**src/rtl/sw_pkg.sv**
```systemverilog
package sw_pkg;
  localparam int unsigned NDIG = 7;
  localparam int unsigned DW   = 4;
  localparam int unsigned CW   = NDIG * DW;

  typedef enum logic [2:0] {
    M_RESET   = 3'd0,
    M_RUN     = 3'd1,
    M_STOP    = 3'd2,
    M_LAP     = 3'd3,
    M_LAPSTOP = 3'd4
  } mode_e;

  // digit order: 0 hundredths .. 6 hours
  function automatic logic [DW-1:0] dig_max(int unsigned i);
    return (i == 3 || i == 5) ? DW'(5) : DW'(9);
  endfunction

  // add one unit at the one-hot digit position, rippling carry upward
  function automatic logic [CW-1:0] bcd_bump(logic [CW-1:0] v, logic [NDIG-1:0] at);
    logic [CW-1:0] r;
    logic          c;
    r = v;
    c = 1'b0;
    for (int unsigned i = 0; i < NDIG; i++) begin
      c = c | at[i];
      if (c) begin
        if (r[i*DW +: DW] == dig_max(i)) begin
          r[i*DW +: DW] = '0;
        end else begin
          r[i*DW +: DW] = r[i*DW +: DW] + 1'b1;
          c = 1'b0;
        end
      end
    end
    return r;
  endfunction
endpackage

```
**src/rtl/sw_tick_gen.sv**
```systemverilog
module sw_tick_gen #(
  parameter int unsigned NUM = 100,
  parameter int unsigned DEN = 32768
) (
  input  logic clk_i,
  input  logic rst_ni,
  input  logic clr_i,
  input  logic hold_i,
  input  logic en_i,
  output logic tick_o
);
  localparam int unsigned AW = $clog2(DEN + NUM);

  logic [AW-1:0] acc_q;
  logic [AW-1:0] sum;

  assign sum    = acc_q + AW'(NUM);
  assign tick_o = en_i && !hold_i && (sum >= AW'(DEN));

  always_ff @(posedge clk_i or negedge rst_ni) begin
    if (!rst_ni) begin
      acc_q <= '0;
    end else if (clr_i || hold_i) begin
      acc_q <= '0;
    end else if (en_i) begin
      acc_q <= tick_o ? sum - AW'(DEN) : sum;
    end
  end
endmodule

```
**src/rtl/sw_mode_ctrl.sv**
```systemverilog
module sw_mode_ctrl
  import sw_pkg::*;
(
  input  logic  clk_i,
  input  logic  rst_ni,
  input  logic  clr_i,
  input  logic  run_p_i,
  input  logic  lap_p_i,
  input  logic  type_p_i,
  output mode_e mode_o,
  output logic  section_o,
  output logic  zero_o,
  output logic  cap_o
);
  mode_e mode_q, mode_d;
  logic  section_q;

  always_comb begin
    mode_d = mode_q;
    zero_o = 1'b0;
    cap_o  = 1'b0;
    unique case (mode_q)
      M_RESET: if (run_p_i) mode_d = M_RUN;
      M_RUN: begin
        if (run_p_i) begin
          mode_d = M_STOP;
        end else if (lap_p_i) begin
          mode_d = M_LAP;
          cap_o  = 1'b1;
          zero_o = section_q;
        end
      end
      M_STOP: begin
        if (run_p_i) begin
          mode_d = M_RUN;
        end else if (lap_p_i) begin
          mode_d = M_RESET;
          zero_o = 1'b1;
        end
      end
      M_LAP: begin
        if (run_p_i)      mode_d = M_LAPSTOP;
        else if (lap_p_i) mode_d = M_RUN;
      end
      M_LAPSTOP: begin
        if (run_p_i)      mode_d = M_LAP;
        else if (lap_p_i) mode_d = M_STOP;
      end
      default: mode_d = M_RESET;
    endcase
  end

  always_ff @(posedge clk_i or negedge rst_ni) begin
    if (!rst_ni) begin
      mode_q    <= M_RESET;
      section_q <= 1'b0;
    end else if (clr_i) begin
      mode_q    <= M_RESET;
      section_q <= 1'b0;
    end else begin
      mode_q <= mode_d;
      if (type_p_i) section_q <= ~section_q;
    end
  end

  assign mode_o    = mode_q;
  assign section_o = section_q;
endmodule

```
**src/rtl/sw_bcd_counter.sv**
```systemverilog
module sw_bcd_counter
  import sw_pkg::*;
(
  input  logic            clk_i,
  input  logic            rst_ni,
  input  logic            clr_i,
  input  logic            zero_i,
  input  logic            tick_i,
  input  logic [NDIG-1:0] add_a_i,
  input  logic [NDIG-1:0] add_b_i,
  output logic [CW-1:0]   cnt_o
);
  logic [CW-1:0] cnt_q;
  logic [CW-1:0] s0, s1, s2;

  // tick and both test additions compose within one cycle
  always_comb begin
    s0 = bcd_bump(cnt_q, {{(NDIG-1){1'b0}}, tick_i});
    s1 = bcd_bump(s0, add_a_i);
    s2 = bcd_bump(s1, add_b_i);
  end

  always_ff @(posedge clk_i or negedge rst_ni) begin
    if (!rst_ni)               cnt_q <= '0;
    else if (clr_i || zero_i)  cnt_q <= '0;
    else                       cnt_q <= s2;
  end

  assign cnt_o = cnt_q;
endmodule

```
**src/rtl/sw_stopwatch.sv**
```systemverilog
module sw_stopwatch
  import sw_pkg::*;
#(
  parameter int unsigned TICK_NUM = 100,
  parameter int unsigned TICK_DEN = 32768
) (
  input  logic          clk_i,
  input  logic          rst_ni,
  input  logic          tick_en_i,
  input  logic          clr_i,
  input  logic          key_run_i,
  input  logic          key_lap_i,
  input  logic          key_type_i,
  input  logic          tenth_sel_i,
  input  logic [1:0]    test_i,
  output logic [CW-1:0] cnt_o,
  output logic [CW-1:0] disp_o,
  output logic [2:0]    mode_o,
  output logic          section_o
);
  localparam int unsigned NKEY = 3;

  logic [NKEY-1:0] key_lvl, key_q, key_rise;
  logic            test_act;
  logic            run_p, lap_p, type_p;
  logic            tick, running, zero, cap;
  logic [NDIG-1:0] add_a, add_b;
  logic [CW-1:0]   cnt, lap_q, disp_base;
  mode_e           mode;

  assign key_lvl = {key_type_i, key_lap_i, key_run_i};

  for (genvar k = 0; k < NKEY; k++) begin : g_key
    always_ff @(posedge clk_i or negedge rst_ni) begin
      if (!rst_ni) key_q[k] <= 1'b0;
      else         key_q[k] <= key_lvl[k];
    end
    assign key_rise[k] = key_lvl[k] & ~key_q[k];
  end

  assign test_act = |test_i;
  assign run_p    = key_rise[0] & ~test_act & ~clr_i;
  assign lap_p    = key_rise[1] & ~test_act & ~clr_i;
  assign type_p   = key_rise[2] & ~test_act & ~clr_i;

  function automatic logic [NDIG-1:0] add_pos(logic [1:0] code, logic lap_key);
    unique case (code)
      2'd1:    return lap_key ? NDIG'(1 << 2) : NDIG'(1 << 3);
      2'd2:    return lap_key ? NDIG'(1 << 4) : NDIG'(1 << 5);
      2'd3:    return lap_key ? NDIG'(1 << 6) : '0;
      default: return '0;
    endcase
  endfunction

  assign add_a = (test_act && key_rise[0]) ? add_pos(test_i, 1'b0) : '0;
  assign add_b = (test_act && key_rise[1]) ? add_pos(test_i, 1'b1) : '0;

  sw_mode_ctrl u_mode (
    .clk_i    (clk_i),
    .rst_ni   (rst_ni),
    .clr_i    (clr_i),
    .run_p_i  (run_p),
    .lap_p_i  (lap_p),
    .type_p_i (type_p),
    .mode_o   (mode),
    .section_o(section_o),
    .zero_o   (zero),
    .cap_o    (cap)
  );

  sw_tick_gen #(
    .NUM(TICK_NUM),
    .DEN(TICK_DEN)
  ) u_tick (
    .clk_i (clk_i),
    .rst_ni(rst_ni),
    .clr_i (clr_i),
    .hold_i(mode == M_RESET),
    .en_i  (tick_en_i),
    .tick_o(tick)
  );

  assign running = (mode == M_RUN) || (mode == M_LAP);

  sw_bcd_counter u_cnt (
    .clk_i  (clk_i),
    .rst_ni (rst_ni),
    .clr_i  (clr_i),
    .zero_i (zero),
    .tick_i (tick & running),
    .add_a_i(add_a),
    .add_b_i(add_b),
    .cnt_o  (cnt)
  );

  always_ff @(posedge clk_i or negedge rst_ni) begin
    if (!rst_ni)     lap_q <= '0;
    else if (clr_i)  lap_q <= '0;
    else if (cap)    lap_q <= cnt;
  end

  always_comb begin
    disp_base = ((mode == M_LAP) || (mode == M_LAPSTOP)) ? lap_q : cnt;
    disp_o    = disp_base;
    if (tenth_sel_i) disp_o[DW-1:0] = '0;
  end

  assign cnt_o  = cnt;
  assign mode_o = mode;
endmodule

```
**config.mk**
```make
export PLATFORM = sky130hd
export DESIGN_NAME = sw_stopwatch
export DESIGN_NICKNAME = d
export VERILOG_FILES = /design/src/rtl/sw_pkg.sv /design/src/rtl/sw_tick_gen.sv /design/src/rtl/sw_mode_ctrl.sv /design/src/rtl/sw_bcd_counter.sv /design/src/rtl/sw_stopwatch.sv
export SDC_FILE = /design/constraint.sdc
export NUM_CORES = 1
export LEC_CHECK = 0
export BUFFER_PORTS_ARGS = -buffer_cell sky130_fd_sc_hd__buf_2
export CAP_MARGIN = 20
export CORE_MARGIN = 4
export CORE_UTILIZATION = 50
export CTS_BUF_LIST = sky130_fd_sc_hd__clkbuf_2 sky130_fd_sc_hd__clkbuf_4 sky130_fd_sc_hd__clkbuf_8
export DETAILED_ROUTE_END_ITERATION = 7
export PLACE_DENSITY = 0.7
export SETUP_SLACK_MARGIN = 0.15
export SYNTH_ARGS = -nofsm -noshare
export SYNTH_HDL_FRONTEND = slang
export SYNTH_SLANG_ARGS = --single-unit
```
**constraint.sdc**
```tcl
create_clock -name clk_i -period 8.7 [get_ports clk_i]
set_input_delay 1.74 -clock clk_i [delete_from_list [all_inputs] [get_ports clk_i]]
set_output_delay 1.74 -clock clk_i [all_outputs]
set_load 0.01 [all_outputs]
```
### Yosys cells after proc, flatten, opt, wreduce, memory -nomap -nowiden

Index checks and enable logic that the tools add are counted.

* flip-flop bits (word level): 79
* bits in latches: 0
* memory bits (writable): 0
* ROM bits: 0
* bits of input ports: 10
* output and inout bits: 60
* memories kept: 0

* add/subtract/negate cells: 23
* multipliers: 0
* divide/modulo/power cells: 0
* $lt $le $gt $ge: 1
* equal/unequal tests: 33
* shift-type cells: 0
* mux-type cells: 109
* bitwise operators: 28
* reduce and logical (&&, ||, !) cells: 15

Operators by type and width (number)
* 2-to-1 mux 4 bit: 43
* 2-to-1 mux 28 bit: 4
* adder 4 x 1 -> 4 bit (second input constant): 21
* == test 4 bit (second input constant): 15
* 2-to-1 mux 16 bit: 3
* 2-to-1 mux 1 bit: 43
* 2-to-1 mux 3 bit: 10
* == test 4 x 3 -> 1 bit (second input constant): 6
* one-hot mux 7 bit (3 select lines): 1
* adder 16 x 7 -> 16 bit (second input constant): 1
* >= comparator 16 bit (second input constant): 1
* inequality test 4 bit (second input constant): 4
* subtractor 16 bit (second input constant): 1
* one-hot mux 3 bit (5 select lines): 1
* 2-to-1 mux 7 bit: 2
* bitwise OR 1 bit: 12
* one-hot mux 6 bit (2 select lines): 1
* AND 1 bit: 10
* == test 3 x 2 -> 1 bit (second input constant): 2
* inverter 1 bit: 6
* nonzero test 2 bit: 3
* AND reduction 5 bit: 1
* == test 2 bit (second input constant): 2
* logical AND 1 bit: 4
* other kinds (9): 12

### Logic depth before layout (Yosys ltp)

* depth after elaboration: 25
* depth in mapped cells: 21

### By module

A second synthesis with hierarchy kept.

* cell total of the unflattened synthesis: 851
* area, all modules: 7196.9 µm²

By module, submodules not included
* sw_bcd_counter: times used 1, cells an instance 503, area each 4018.9 µm²
* sw_stopwatch: times used 1, cells an instance 245, area each 2205.9 µm²
* sw_tick_gen: times used 1, cells an instance 78, area each 744.5 µm²
* sw_mode_ctrl: times used 1, cells an instance 25, area each 227.7 µm²

### Worst setup path after synthesis

OpenSTA, ideal clock, no wires.

* path type: input to register
* start: input port tick_en_i
* end: register u_cnt.cnt_q[26] (netlist: u_cnt.cnt_o[26])
* data arrival time: 5727 ps
* setup slack: 2895 ps
* stages: 17
* buffers on the path: 1
* cell sequence: nand3b_4 > nor4_2 > o211ai_1 > buf_2 > or3_1 > nand2_1 > ha_1 > nor4bb_1 > a41oi_1 > mux2i_1 > a41oi_2 > nor3_1 > o21ai_0 > ha_1 > and2_1 > or4_1 > a21oi_1

* cells in the longest elaborated chain, start to end: 23
* elaborated cells between the ends (all ways): 91
* classes of those cells: 8 x add/sub; 14 x eq/ne; 54 x mux; 13 x bitwise; 2 x reduce/logical

Ends and longest elaborated chain
* start: declaration: RTL line sw_stopwatch.sv:9 `input logic tick_en_i,`
* logical AND 1 bit * (2 in a row): RTL line sw_tick_gen.sv:18 `assign tick_o = en_i && !hold_i && (sum >= AW'(DEN));`
* AND 1 bit *: RTL line sw_stopwatch.sv:90 `.tick_i (tick & running),`
* 2-to-1 mux 4 bit: RTL line sw_pkg.sv:27 `if (c) begin`
* == test 4 bit or adder 4 x 1 -> 4 bit (tied branches): RTL line sw_pkg.sv:28, sw_pkg.sv:31
* 2-to-1 mux 1 bit or 2-to-1 mux 4 bit (tied branches): RTL line sw_pkg.sv:28 `if (r[i*DW +: DW] == dig_max(i)) begin`
* 2-to-1 mux 1 bit or 2-to-1 mux 4 bit (tied branches): RTL line sw_pkg.sv:27
* bitwise OR 1 bit or == test 4 bit (tied branches): RTL line sw_pkg.sv:26, sw_pkg.sv:28
* 2-to-1 mux 1 bit, or another cell as far along: RTL line sw_pkg.sv:27
* [6 not listed]
* bitwise OR 1 bit, or another cell as far along: RTL line sw_pkg.sv:26 `c = c | at[i];`
* 2-to-1 mux 1 bit, or another cell as far along: RTL line sw_pkg.sv:27
* bitwise OR 1 bit, or another cell as far along: RTL line sw_pkg.sv:26
* 2-to-1 mux 4 bit, or another cell as far along: RTL line sw_pkg.sv:27
* adder 4 x 1 -> 4 bit, or another cell as far along: RTL line sw_pkg.sv:31 `r[i*DW +: DW] = r[i*DW +: DW] + 1'b1;`
* 2-to-1 mux 4 bit or bitwise OR 1 bit (tied branches): RTL line sw_pkg.sv:28, sw_pkg.sv:26
* 2-to-1 mux 4 bit *: RTL line sw_pkg.sv:27
* 2-to-1 mux 28 bit *: RTL line sw_bcd_counter.sv:25 `else if (clr_i || zero_i) cnt_q <= '0;`
* end signal: assignment: RTL line sw_bcd_counter.sv:24 `if (!rst_ni) cnt_q <= '0;`
* end signal: assignment: RTL line sw_bcd_counter.sv:25
* end signal: assignment: RTL line sw_bcd_counter.sv:26 `else cnt_q <= s2;`
* end: declaration: RTL line sw_bcd_counter.sv:13 `logic [CW-1:0] cnt_q;`

Every way passes the cells marked *; elsewhere a longest branch is shown, timed or not.
A chain may end at the register's enable or synchronous reset.

### Final worst setup path

Ends and elaborated chain as after synthesis.

==> impl_metrics.ini <==
[outcome]
status = complete, no violations

[global_route]
grt_use_total = 0.226
grt_max_degree = 78
grt_pass1_vias = 5010
antenna_found_initial = 0
grt_overflow = 0
grt_pass1_wl_um = 24600

[setup_path]
crit_type = input port to flop
crit_required_ns = 8.99
worst_r2r_endpoint = u_cnt.cnt_o[26]
arrival_ns = 6.83
critPathLaunchType = input port
path_max_fanout = 13
reg2reg_slack_ns = 2.91
rr_startpoint = u_cnt.cnt_o[5]
crit_path_end_kind = flop
rr_worst_depth = 18

[synthesis]
synth-xor-area-share = 0.0370
synth_compound_area_frac = 0.181
synth_cell_types = 79
synth_top_family_by_area = simple AND/OR/NAND/NOR gates
synthMuxAreaShare = 0.0767
synth_edf_count = 0
yosysWarnings = 0
syn_inst = 689
synthSimpleGateAreaFrac = 0.268
synth_seq_cells = 77
synth_top_cell_area_share = 0.325
ys_seq_area_frac = 0.325
syn_nets = 732
synth_adder_area_share = 0.0697
synth.top_cells.by_area = dfrtp_1 (33%), ha_1 (7.0%), nor2_1 (4.9%)
netlist_area_mm2 = 0.00592
yosysTopAreaCell = dfrtp_1
async_flop_share = 1.00
syn_avg_cell_area_um2 = 8.60
synth_ff_type = dfrtp_1

[finish]
diodes = 0
final_core_util = 0.574
fill_cells = 1039
layout-drive-gt1-share = 0.183
seq_area_mm2 = 0.00193
area_growth_pct = 11.5
final_cell_count_no_fill = 891
fin_nets = 786
multi_input_area_mm2 = 0.00377
finalInstanceArea_mm2 = 0.00661

[routing]
drc = 0
vias = 5236
routed_wl_um = 14800
firstDrtPassIters = 5
drt_iter0_drc = 346
detail-route-antenna-nets = 0
routedWlPerCell_um = 16.6
via_per_inst = 5.88

[power_and_ir_drop]
p_comb_frac = 0.086
p_sw_frac = 0.263
switching_power_uw = 186
pwr_density_cell_mw_per_mm2 = 107
peakVddDrop_mv = 0.0645
clockPowerShare = 0.396
p_seq_frac = 0.518
p_int_uw = 522
power_uw = 708
p_leak_nw = 2.99

[worst_hold_path]
hp-start = lap_q[20]
whs_path_depth = 2
hold_class = flop to flop
min_to = lap_q[20]

[place]
dp.cells = 874
hpwl_um = 10700
globalplace.congestion = 0.894
pre_cts_ws_ns = 1.84
postPlaceCellArea_mm2 = 0.00638
numPortBuffers = 69

[timing]
timing.fmax_ghz = 0.153
slew_viol_final = 0
fin_setup_tns_ns = 0
rsz0062_at_grt = no
relSlewSlack = 0.276
hold_viol_final = 0
worstMarginPinSlew_ns = 1.08
timing.final.crit_share = 0.751
worst_hold_slack_ns = 0.540
finalWorstSetupSlack_ns = 2.16
min_period_ns = 6.54
setup_violations = 0
finClkSkew_ns = 0.0113

[cts]
cts-resized-gates = 0
cts_setup_buffers = 0
cts_tree = built
cts-root-buf = clkbuf_8
cts_max_level = 3
numCtsBuffers = 9
clkTransAtPathRegs_ns = 0.08
cts_buffer_depth = 2
cts.sinks = 77
clk_latency_ns = 0.37
postCtsHoldBufs = 0

[floorplanning]
ios = 70
die_y_um = 117
coreArea_mm2 = 0.0115
die_width_um = 117
fp.dieArea_mm2 = 0.0137
start_util = 0.514
num_rows = 39

[job]
drv_cap = 0
## cell usage after synthesis (4+ instances only)
library cell and number:
nand4_1 6, o21ai_0 51, o211ai_1 9, nand3_1 23, mux2_2 20, ha_1 33, xor2_1 12, clkbuf_1 24
or4_1 5, o2111ai_1 5, and3_1 8, nor2_1 77, dfrtp_1 77, buf_2 4, a31oi_1 8, nand2b_1 34
nor2b_1 11, o22ai_1 4, nor4_1 5, mux2i_1 20, o31ai_1 4, a21oi_1 18, and2_1 4, o31a_1 5
inv_1 32, nand3b_1 5, nor3b_1 4, nor3_1 13, xnor2_1 13, nand2_1 76
## worst max-delay path: stages
cell	delay [ns]
buf_2	0.22
nand3b_4	0.15
nor4_2	0.47
o211ai_1	0.54
or3_1	0.50
nand2_1	0.14
ha_1	0.27
nor4bb_1	0.23
a41oi_1	0.07
mux2i_1	0.40
a41oi_2	0.25
nor3_1	0.57
o21ai_0	0.32
ha_1	0.27
and2_1	0.15
or4_1	0.40
a21oi_1	0.13
## logic make-up (layout without fill, tap and decap cells)
group | after synthesis | count (layout)
xor gates and xnor gates | 25 | 25
adders and majority gates | 33 | 33
muxes | 42 | 42
buffers and inverters | 63 | 122
and+or+nand+nor | 299 | 299
AOI/OAI and AO/OA | 150 | 150
DFF | 77 | 77
## per-layer routing
metal,track usage,vias to the layer above,part of all wire
met4,0.0711,0,0.013
met1,0.312,2512,0.47
li1,-,2565,-
met3,0.0370,16,0.052
met2,0.364,143,0.47
met5,0,-,0
## worst max-delay path by stage
stage	start	endpoint	slack, ns	depth (start not counted)
floorplan	tick_en_i	u_cnt.cnt_o[26]	2.89	17
global placement	tick_en_i	u_cnt.cnt_o[26]	2.02	17
detailed placement	tick_en_i	u_cnt.cnt_o[26]	1.84	17
CTS	tick_en_i	u_cnt.cnt_o[26]	2.19	17
global route	tick_en_i	u_cnt.cnt_o[26]	1.76	17
finish	tick_en_i	u_cnt.cnt_o[26]	2.16	17
## cell usage in the layout, fill, tap and decap left out, types with 23 or more instances in the layout
master    netlist  layout
buf_2           4      68
dfrtp_1        77      77
ha_1           33      33
inv_1          32      32
nand2_1        76      76
nand2b_1       34      34
nand3_1        23      23
nor2_1         77      77
o21ai_0        51      51
## power groups by stage
stage	sequential, mW	combinational [mW]	clock [mW]
2_1_floorplan	0.372	0.0385	0
3_3_place_gp	0.374	0.0597	0
3_5_place_dp	0.374	0.0609	0
4_1_cts	0.367	0.0615	0.290
5_1_grt	0.368	0.0687	0.302
6_report	0.367	0.0608	0.280
## flip-flops by register name, summed over array words and instances (netlist names)
| signal | count |
|---|---|
| u_mode.section_o | 1 |
| key_q | 3 |
| u_tick.acc_q | 14 |
| lap_q | 28 |
| u_cnt.cnt_o | 28 |
| u_mode.mode_o | 3 |
## area by class of cell
| type | count | share of cell area |
|---|---|---|
| well taps | 143 | 0.0271 |
| inverters | 32 | 0.0182 |
| clock buffers | 10 | 0.0208 |
| repair buffers | 74 | 0.0614 |
| flip-flops and latches | 77 | 0.292 |
| multi-input cells | 549 | 0.572 |
| clock inverters | 6 | 0.00928 |
(Power assumes the default switching activity.)
